`src/rtl/ipc_pkg.sv`:
```
package ipc_pkg;

  localparam logic [7:0] PROTO_TCP     = 8'd6;
  localparam logic [7:0] PROTO_UDP     = 8'd17;
  localparam logic [7:0] PROTO_ESP     = 8'd50;
  localparam logic [7:0] PROTO_AH      = 8'd51;
  localparam logic [7:0] PROTO_COMP    = 8'd108;
  localparam logic [7:0] PROTO_V6_FRAG = 8'd44;

  typedef enum logic [7:0] {
    EXC_NONE      = 8'd0,
    EXC_VERSION   = 8'd1,
    EXC_CSUM      = 8'd2,
    EXC_HDR_SHORT = 8'd3,
    EXC_LEN_SHORT = 8'd4,
    EXC_HOP_ZERO  = 8'd5,
    EXC_OPTIONS   = 8'd6
  } exc_code_e;

  typedef struct packed {
    logic v6;
    logic frag;
    logic l4tu;
    logic ipsec;
    logic comp;
  } ipc_flags_t;

endpackage

```
`src/rtl/ipc_byte_track.sv`:
```
module ipc_byte_track #(
  parameter int LEN_W        = 16,
  parameter int IDX_W        = 6,
  parameter int V6_HDR_BYTES = 40
) (
  input  logic             clk,
  input  logic             rst,
  input  logic             in_valid,
  input  logic             in_sop,
  input  logic [7:0]       in_data,
  input  logic [LEN_W-1:0] avail_cur,
  input  logic             supp_cur,
  output logic             take,
  output logic [IDX_W-1:0] idx_cur,
  output logic             last
);

  logic             busy_r;
  logic [IDX_W-1:0] idx_r;
  logic [IDX_W-1:0] stop_r;
  logic [IDX_W-1:0] need0;
  logic [IDX_W-1:0] stop0;
  logic [IDX_W-1:0] stop_cur;
  logic [3:0]       ver0;
  logic [3:0]       ihl0;

  assign ver0 = in_data[7:4];
  assign ihl0 = in_data[3:0];

  // bytes needed, judged from byte 0
  always_comb begin
    if (supp_cur) begin
      need0 = IDX_W'(1);
    end else if (ver0 == 4'd4) begin
      need0 = (ihl0 < 4'd5) ? IDX_W'(20) : IDX_W'({ihl0, 2'b00});
    end else if (ver0 == 4'd6) begin
      need0 = IDX_W'(V6_HDR_BYTES);
    end else begin
      need0 = IDX_W'(1);
    end
  end

  always_comb begin
    if (avail_cur < LEN_W'(need0)) begin
      stop0 = IDX_W'(avail_cur);
    end else begin
      stop0 = need0;
    end
    if (stop0 == '0) begin
      stop0 = IDX_W'(1);
    end
  end

  assign take     = in_valid && (in_sop || busy_r);
  assign idx_cur  = in_sop ? '0 : idx_r;
  assign stop_cur = in_sop ? stop0 : stop_r;
  assign last     = take && (idx_cur == stop_cur - IDX_W'(1));

  always_ff @(posedge clk) begin
    if (rst) begin
      busy_r <= 1'b0;
      idx_r  <= '0;
      stop_r <= '0;
    end else if (take) begin
      idx_r  <= idx_cur + IDX_W'(1);
      busy_r <= !last;
      if (in_sop) begin
        stop_r <= stop0;
      end
    end
  end


  idx_below_stop_chk: assert property (@(posedge clk) disable iff (rst)
    busy_r |-> (idx_r < stop_r));


  stop_nonzero_chk: assert property (@(posedge clk) disable iff (rst)
    busy_r |-> (stop_r != '0));

endmodule

```
`src/rtl/ipc_hdr_capture.sv`:
```
module ipc_hdr_capture #(
  parameter int CAP_BYTES = 10,
  parameter int IDX_W     = 6
) (
  input  logic                      clk,
  input  logic                      rst,
  input  logic                      take,
  input  logic [IDX_W-1:0]          idx_cur,
  input  logic [7:0]                in_data,
  output logic [CAP_BYTES-1:0][7:0] hdr_n
);

  for (genvar k = 0; k < CAP_BYTES; k++) begin : g_byte
    logic       hit;
    logic [7:0] hdr_r;

    assign hit = take && (idx_cur == IDX_W'(k));

    always_ff @(posedge clk) begin
      if (rst) begin
        hdr_r <= '0;
      end else if (hit) begin
        hdr_r <= in_data;
      end
    end

    // look-through: the byte on the bus is visible in its own cycle
    assign hdr_n[k] = hit ? in_data : hdr_r;
  end

endmodule

```
`src/rtl/ipc_csum16.sv`:
```
module ipc_csum16 #(
  parameter int IDX_W = 6
) (
  input  logic             clk,
  input  logic             rst,
  input  logic             take,
  input  logic             in_sop,
  input  logic [IDX_W-1:0] idx_cur,
  input  logic [7:0]       in_data,
  output logic [15:0]      sum_n
);

  logic [15:0] acc_r;
  logic [7:0]  hi_r;
  logic [15:0] base;
  logic [16:0] raw;
  logic [15:0] folded;

  assign base   = in_sop ? 16'h0000 : acc_r;
  assign raw    = {1'b0, base} + {1'b0, hi_r, in_data};
  assign folded = raw[15:0] + {15'd0, raw[16]};
  assign sum_n  = (take && idx_cur[0]) ? folded : base;

  always_ff @(posedge clk) begin
    if (rst) begin
      acc_r <= '0;
      hi_r  <= '0;
    end else if (take) begin
      acc_r <= sum_n;
      if (!idx_cur[0]) begin
        hi_r <= in_data;
      end
    end
  end

endmodule

```
`src/rtl/ip_hdr_classifier.sv`:
```
module ip_hdr_classifier
  import ipc_pkg::*;
#(
  parameter int LEN_W         = 16,
  parameter int L2_W          = 8,
  parameter int CODE_W        = 8,
  parameter int MAX_HDR_BYTES = 60,
  parameter int V6_HDR_BYTES  = 40,
  parameter int CAP_BYTES     = 10
) (
  input  logic              clk,
  input  logic              rst,
  input  logic              in_valid,
  input  logic              in_sop,
  input  logic [7:0]        in_data,
  input  logic [LEN_W-1:0]  frame_len,
  input  logic [L2_W-1:0]   l2_len,
  input  logic              rcv_err,
  input  logic              not_ip,
  output logic              out_valid,
  output logic              is_v6,
  output logic              is_frag,
  output logic              is_l4tu,
  output logic              is_ipsec,
  output logic              is_comp,
  output logic              ip_exc,
  output logic [CODE_W-1:0] exc_code
);

  localparam int IDX_W = $clog2(MAX_HDR_BYTES + 1);

  logic                      take;
  logic [IDX_W-1:0]          idx_cur;
  logic                      last;
  logic [CAP_BYTES-1:0][7:0] hdr_n;
  logic [15:0]               sum_n;

  logic [LEN_W-1:0] avail_in;
  logic [LEN_W-1:0] avail_r;
  logic [LEN_W-1:0] avail_cur;
  logic             supp_r;
  logic             supp_cur;

  assign avail_in  = (frame_len > LEN_W'(l2_len)) ? (frame_len - LEN_W'(l2_len)) : '0;
  assign avail_cur = in_sop ? avail_in : avail_r;
  assign supp_cur  = in_sop ? (rcv_err || not_ip) : supp_r;

  always_ff @(posedge clk) begin
    if (rst) begin
      avail_r <= '0;
      supp_r  <= 1'b0;
    end else if (in_valid && in_sop) begin
      avail_r <= avail_in;
      supp_r  <= rcv_err || not_ip;
    end
  end

  ipc_byte_track #(
    .LEN_W       (LEN_W),
    .IDX_W       (IDX_W),
    .V6_HDR_BYTES(V6_HDR_BYTES)
  ) i_track (
    .clk      (clk),
    .rst      (rst),
    .in_valid (in_valid),
    .in_sop   (in_sop),
    .in_data  (in_data),
    .avail_cur(avail_cur),
    .supp_cur (supp_cur),
    .take     (take),
    .idx_cur  (idx_cur),
    .last     (last)
  );

  ipc_hdr_capture #(
    .CAP_BYTES(CAP_BYTES),
    .IDX_W    (IDX_W)
  ) i_cap (
    .clk    (clk),
    .rst    (rst),
    .take   (take),
    .idx_cur(idx_cur),
    .in_data(in_data),
    .hdr_n  (hdr_n)
  );

  ipc_csum16 #(
    .IDX_W(IDX_W)
  ) i_csum (
    .clk    (clk),
    .rst    (rst),
    .take   (take),
    .in_sop (in_sop),
    .idx_cur(idx_cur),
    .in_data(in_data),
    .sum_n  (sum_n)
  );

  // decision from the look-through header view
  logic [3:0]     ver;
  logic [3:0]     ihl;
  logic           v4;
  logic           v6;
  logic           v4_done;
  logic           v6_done;
  logic           done;
  logic [LEN_W:0] need_len;
  logic [7:0]     proto;
  logic           c_ver, c_csum, c_short, c_len, c_hop, c_opt;
  logic           exc_any;
  exc_code_e      code_c;
  ipc_flags_t     flags_c;

  assign ver     = hdr_n[0][7:4];
  assign ihl     = hdr_n[0][3:0];
  assign v4      = (ver == 4'd4);
  assign v6      = (ver == 4'd6);
  assign v4_done = (ihl >= 4'd5) && (avail_cur >= LEN_W'({ihl, 2'b00}));
  assign v6_done = (avail_cur >= LEN_W'(V6_HDR_BYTES));
  assign done    = v4 ? v4_done : (v6 && v6_done);
  assign proto   = v4 ? hdr_n[9] : hdr_n[6];

  always_comb begin
    if (v4) begin
      need_len = {1'b0, hdr_n[2], hdr_n[3]};
    end else begin
      need_len = {1'b0, hdr_n[4], hdr_n[5]} + (LEN_W+1)'(V6_HDR_BYTES);
    end
  end

  always_comb begin
    c_ver   = !supp_cur && !(v4 || v6);
    c_csum  = !supp_cur && v4 && v4_done && (sum_n != 16'hFFFF);
    c_short = !supp_cur && ((v4 && !v4_done) || (v6 && !v6_done));
    c_len   = !supp_cur && done && (need_len > {1'b0, avail_cur});
    c_hop   = !supp_cur && done && (v4 ? (hdr_n[8] == 8'd0) : (hdr_n[7] == 8'd0));
    c_opt   = !supp_cur && v4 && (ihl > 4'd5);
    exc_any = c_ver || c_csum || c_short || c_len || c_hop || c_opt;
  end

  always_comb begin
    if (c_ver)        code_c = EXC_VERSION;
    else if (c_csum)  code_c = EXC_CSUM;
    else if (c_short) code_c = EXC_HDR_SHORT;
    else if (c_len)   code_c = EXC_LEN_SHORT;
    else if (c_hop)   code_c = EXC_HOP_ZERO;
    else if (c_opt)   code_c = EXC_OPTIONS;
    else              code_c = EXC_NONE;
  end

  always_comb begin
    flags_c       = '0;
    flags_c.v6    = !supp_cur && v6;
    if (!supp_cur && done) begin
      flags_c.l4tu  = (proto == PROTO_TCP) || (proto == PROTO_UDP);
      flags_c.ipsec = (proto == PROTO_ESP) || (proto == PROTO_AH);
      flags_c.comp  = (proto == PROTO_COMP);
      if (v4) begin
        flags_c.frag = hdr_n[6][5] || ({hdr_n[6][4:0], hdr_n[7]} != 13'd0);
      end else begin
        flags_c.frag = (proto == PROTO_V6_FRAG);
      end
    end
  end

  always_ff @(posedge clk) begin
    if (rst) begin
      out_valid <= 1'b0;
      is_v6     <= 1'b0;
      is_frag   <= 1'b0;
      is_l4tu   <= 1'b0;
      is_ipsec  <= 1'b0;
      is_comp   <= 1'b0;
      ip_exc    <= 1'b0;
      exc_code  <= '0;
    end else begin
      out_valid <= last;
      if (last) begin
        is_v6    <= flags_c.v6;
        is_frag  <= flags_c.frag;
        is_l4tu  <= flags_c.l4tu;
        is_ipsec <= flags_c.ipsec;
        is_comp  <= flags_c.comp;
        ip_exc   <= exc_any;
        exc_code <= CODE_W'(code_c);
      end
    end
  end


  code_range_chk: assert property (@(posedge clk) disable iff (rst)
    out_valid |-> (exc_code <= CODE_W'(EXC_OPTIONS)));


  exc_agree_chk: assert property (@(posedge clk) disable iff (rst)
    out_valid |-> (ip_exc == (exc_code != '0)));


  one_class_chk: assert property (@(posedge clk) disable iff (rst)
    out_valid |-> $onehot0({is_l4tu, is_ipsec, is_comp}));


  out_after_byte_chk: assert property (@(posedge clk) disable iff (rst)
    out_valid |-> $past(in_valid));


  version_clear_chk: assert property (@(posedge clk) disable iff (rst)
    (out_valid && (exc_code == CODE_W'(EXC_VERSION))) |-> !(is_v6 || is_frag || is_l4tu));

endmodule

```
`config.mk`:
```
export PLATFORM = sky130hd
export DESIGN_NAME = ip_hdr_classifier
export DESIGN_NICKNAME = d
export VERILOG_FILES = /design/src/rtl/ipc_pkg.sv /design/src/rtl/ipc_byte_track.sv /design/src/rtl/ipc_hdr_capture.sv /design/src/rtl/ipc_csum16.sv /design/src/rtl/ip_hdr_classifier.sv
export SDC_FILE = /design/constraint.sdc
export NUM_CORES = 1
export LEC_CHECK = 0
export CORE_MARGIN = 2
export CORE_UTILIZATION = 33
export CTS_CLUSTER_SIZE = 16
export DETAILED_ROUTE_END_ITERATION = 10
export GPL_TIMING_DRIVEN = 0
export SLEW_MARGIN = 20
export SYNTH_ARGS = -nofsm -noshare
export SYNTH_HDL_FRONTEND = slang
export SYNTH_SLANG_ARGS = --single-unit
```
`constraint.sdc`:
```
create_clock -name clk -period 22.2 [get_ports clk]
set_input_delay 3.33 -clock clk [delete_from_list [all_inputs] [get_ports clk]]
set_output_delay 3.33 -clock clk [all_outputs]
set_load 0.1 [all_outputs]
```
==> summary.md <==
| Metric | Value |
|---|---|
| Status | `completed` |
| Pre-CTS setup slack | `9.11 ns` |
| Clock transition at the registers of the reported paths | `around 0.060 ns` |
| Fin. Hold Viols | `0` |
| Internal power | `0.476 mW` |
| ANT nets after route | `0` |
| # fillers | `2967` |
| Synth top area cells | `dfxtp_1, nor2_1, ha_1` |
| Die height | `roughly 170 um` |
| DRC | `0` |
| Core Area | `28600 um2` |
| Period Utilization, post-route | `58.0%` |
| Initial cell density of the core | `between 30% and 40%` |
| Gr usage total | `19.6%` |
| Share of the synthesized area in the top cell type | `28.5%` |
| Number of antenna violations at the first check in global routing | `0` |
| Number of global-route vias before repair | `8678` |
| Worst path slowest cell | `clkdlybuf4s50_1` |
| Clock Latency Late Sink | `0.43 ns` |
| Top_reg_cell synth | `dfxtp_1` |
| Adder-Cell Fraction of Synth Area | `7.75%` |
| Final setup viols | `0` |
| Post-CTS Setup Repair Bufs | `0` |
| Area leader, netlist | `dfxtp_1` |
| Worst vdd ir | `54.2 uV` |
| Port buffer count | `between 40 and 50` |
| Num CTS Buffers | `17` |
| Power per standard cell area | `roughly 61 nW/um2` |
| Final Max Tran Viols | `0` |
| CP max stage delay | `0.64 ns` |
| Relative slew margins | `34.3%` |
| Die area | `30300 um2` |
| Crit path required time | `between 20 and 25 ns` |
| First-pass DRT Iterations | `5` |
| Gr ovfl total | `0` |
| CTS tree | `done` |
| Via Count | `between 9000 and 10000` |
| Ys async rst share | `0%` |
| DR iter-0 viols | `950` |
| Multi-input logic area | `6380 um2` |
| Final core utilization | `38.9%` |
| Mapped Area | `9560 um2` |
| Setup TNS | `0 ns` |
| Worst-path maximum fanout | `10` |
| Synth Area in XOR/XNOR | `3.90%` |
| Largest net degree at the start of global routing | `17` |
| Min Clock Period, post-route | `12.87 ns` |
| Register area share after synthesis | `around 28%` |
| Fmax | `0.0777 GHz` |
| Mean instance size in the synthesized netlist | `7.54 um2` |
| Type of origin of the critical path | `input pin` |
| Area fraction in compound gates after synthesis | `a little over a fifth` |
| Min-Delay Path Class | `reg -> reg` |
| Sequential power share | `a little under two fifths` |
| Cts repair resizes | `0` |
| Htree depth | `4` |
| # nets final | `between 1000 and 1500` |
| Most used cell along the critical path | `buf_1` |
| Number of max-cap violations | `0` |
| CTS Hold Bufs | `0` |
| Final HPWL DP | `roughly 23000 um` |
| Worst path arrival time | `13.14 ns` |
| Ratio of cells with drive above 1 in the final layout | `4.81%` |
| Synth Instances | `1267` |
| First-pass GRT wire length | `47200 um` |
| Final clock skew | `0.00811 ns` |
| Yosys cell types | `80` |
| GP Congestion | `0.889` |
| CTS sink cnt | `around 140` |
| Area growth, synth to finish | `16.4%` |
| # rows | `62` |
| Net Sw Power | `0.203 mW` |
| Area share of and/or/nand/nor cells after synthesis | `27.3%` |
| CTS root buffer | `clkbuf_16` |
| Combinational group share of total power | `19.7%` |
| Routed WL | `29900 um` |
| Die Wd | `174 um` |
| Clk pwr share | `43.0%` |
| Post-synth EDFFs | `0` |
| Largest family of logic cells by synthesized area | `simple AND/OR/NAND/NOR gates` |
| CP Capture Type | `flop` |
| Switch share | `29.9%` |
| PnR worst setup slack | `9.33 ns` |
| Mux contribution to synthesized area | `6.44%` |
| Synth warnings | `0` |
| FF+latch area | `2720 um2` |
| Critical path type | `in -> reg` |
| Slew @ Worst Pin | `0.983 ns` |
| RSZ-0062 raised after global routing | `false` |
| Diode count | `0` |
| Max Buffers Root-to-Sink | `2` |
| Synth Register Bits | `136` |
| Drt via density | `5.46` |
| Power, Total | `0.679 mW` |
| # IOs | `53` |
| Average wire per standard cell | `17.2 um` |
| Leakage | `4.42 nW` |
sequential cells by signal, indices dropped and copies added, names as in the netlist:
register            flops
avail_r                16
exc_code                3
i_cap.g_byte.hdr_r     72
i_csum.acc_r           16
i_csum.hi_r             8
i_track.busy_r          1
i_track.idx_r           6
i_track.stop_r          6
ip_exc                  1
is_comp                 1
is_frag                 1
is_ipsec                1
is_l4tu                 1
is_v6                   1
out_valid               1
supp_r                  1
cells by family (layout without fill, tap and decap cells):
family | count (synthesis) | in the layout
DFF | 136 | 136
adders and majority gates | 58 | 58
and+or+nand+nor | 544 | 544
AOI/OAI and AO/OA | 313 | 313
other | 1 | 5
xor gates and xnor gates | 41 | 41
buffers and inverters | 113 | 192
muxes | 61 | 61
worst max-delay path, delay by kind of cell:
kind / cells / cell delay, ns
AO/OA/AOI/OAI: 10 / 2.27
adder cells (fa/ha/maj): 2 / 0.72
buffers and inverters: 9 / 4.44
AND/OR/NAND/NOR: 10 / 2.35
per-layer routing:
layer / vias up / global-route usage, % / wire length, um
li1: 4667 / - / -
met1: 4433 / 27.4 / 13900
met2: 343 / 31.7 / 13300
met3: 24 / 3.48 / 2340
met4: 0 / 4.17 / 309
met5: - / 0 / 0
worst paths after layout:
check	startpoint	endpoint	slack, ns	cells past startpoint
worst max register to register	i_csum.acc_r[0]$_SDFFE_PP0P_	exc_code[1]$_SDFFE_PP0P_	15.93	24
worst min-delay path	avail_r[11]$_SDFFE_PP0P_	avail_r[11]$_SDFFE_PP0P_	0.45	2
worst max-delay path	in_sop	exc_code[1]$_SDFFE_PP0P_	9.33	31
worst min register to register	avail_r[11]$_SDFFE_PP0P_	avail_r[11]$_SDFFE_PP0P_	0.45	2
cell usage after synthesis (11+ instances only):
cell type and instances:
a211oi_1 19, a21oi_1 101, a31oi_1 17, and3_1 13
clkbuf_1 57, dfxtp_1 136, ha_1 56, inv_1 36
mux2i_1 57, nand2_1 112, nand2b_1 17, nand3_1 38
nand4_1 11, nor2_1 206, nor2b_1 37, nor3_1 24
nor4_1 23, o211ai_1 14, o21a_1 14, o21ai_0 57
or3_1 16, xnor2_1 23, xor2_1 17
placed cells by master, fill, tap and decap left out, drive strengths merged, types with 8 or more instances in the layout:
| master | n |
|---|---|
| xor2 | 17 |
| nor2 | 207 |
| a211oi | 21 |
| clkbuf | 75 |
| or4 | 10 |
| clkdlybuf4s50 | 47 |
| a21oi | 101 |
| nand2 | 112 |
| a21o | 9 |
| and3 | 13 |
| buf | 17 |
| and2 | 9 |
| dfxtp | 136 |
| a31oi | 17 |
| nand2b | 17 |
| xnor2 | 23 |
| mux2i | 57 |
| nand3 | 38 |
| nor3 | 24 |
| nor2b | 37 |
| nor3b | 8 |
| or3 | 17 |
| nand4 | 12 |
| o21a | 14 |
| ha | 56 |
| nor4 | 24 |
| o21ai | 67 |
| o211ai | 14 |
| inv | 40 |
power by group through the flow:
stage                     logic [mW]  registers, mW  clock network [mW]
after floorplan               0.0912          0.258                   0
after detailed placement       0.131          0.258                   0
final                          0.134          0.253               0.292
after global routing           0.148          0.253               0.305
after global placement         0.130          0.258                   0
after CTS                      0.132          0.253               0.295
final cells by class:
class | count | area share [%]
buffer | 74 | 2.88
timing repair buffer | 47 | 4.23
sequential | 136 | 24.5
multi-input combinational | 1022 | 57.4
clock inverter | 14 | 1.56
clock buffer | 18 | 3.86
inverter | 39 | 1.32
tap | 384 | 4.32
metrics by stage:
step	hold WS [ns]	cell area, um2	cells
after global routing	0.462	11100	1734
after detailed placement	0.440	10500	1702
final	0.446	11100	1734
after CTS	0.448	11100	1734
after global placement	0.434	10500	1702
after floorplan	0.427	9570	1271
Power figures use the tool's default switching activity.
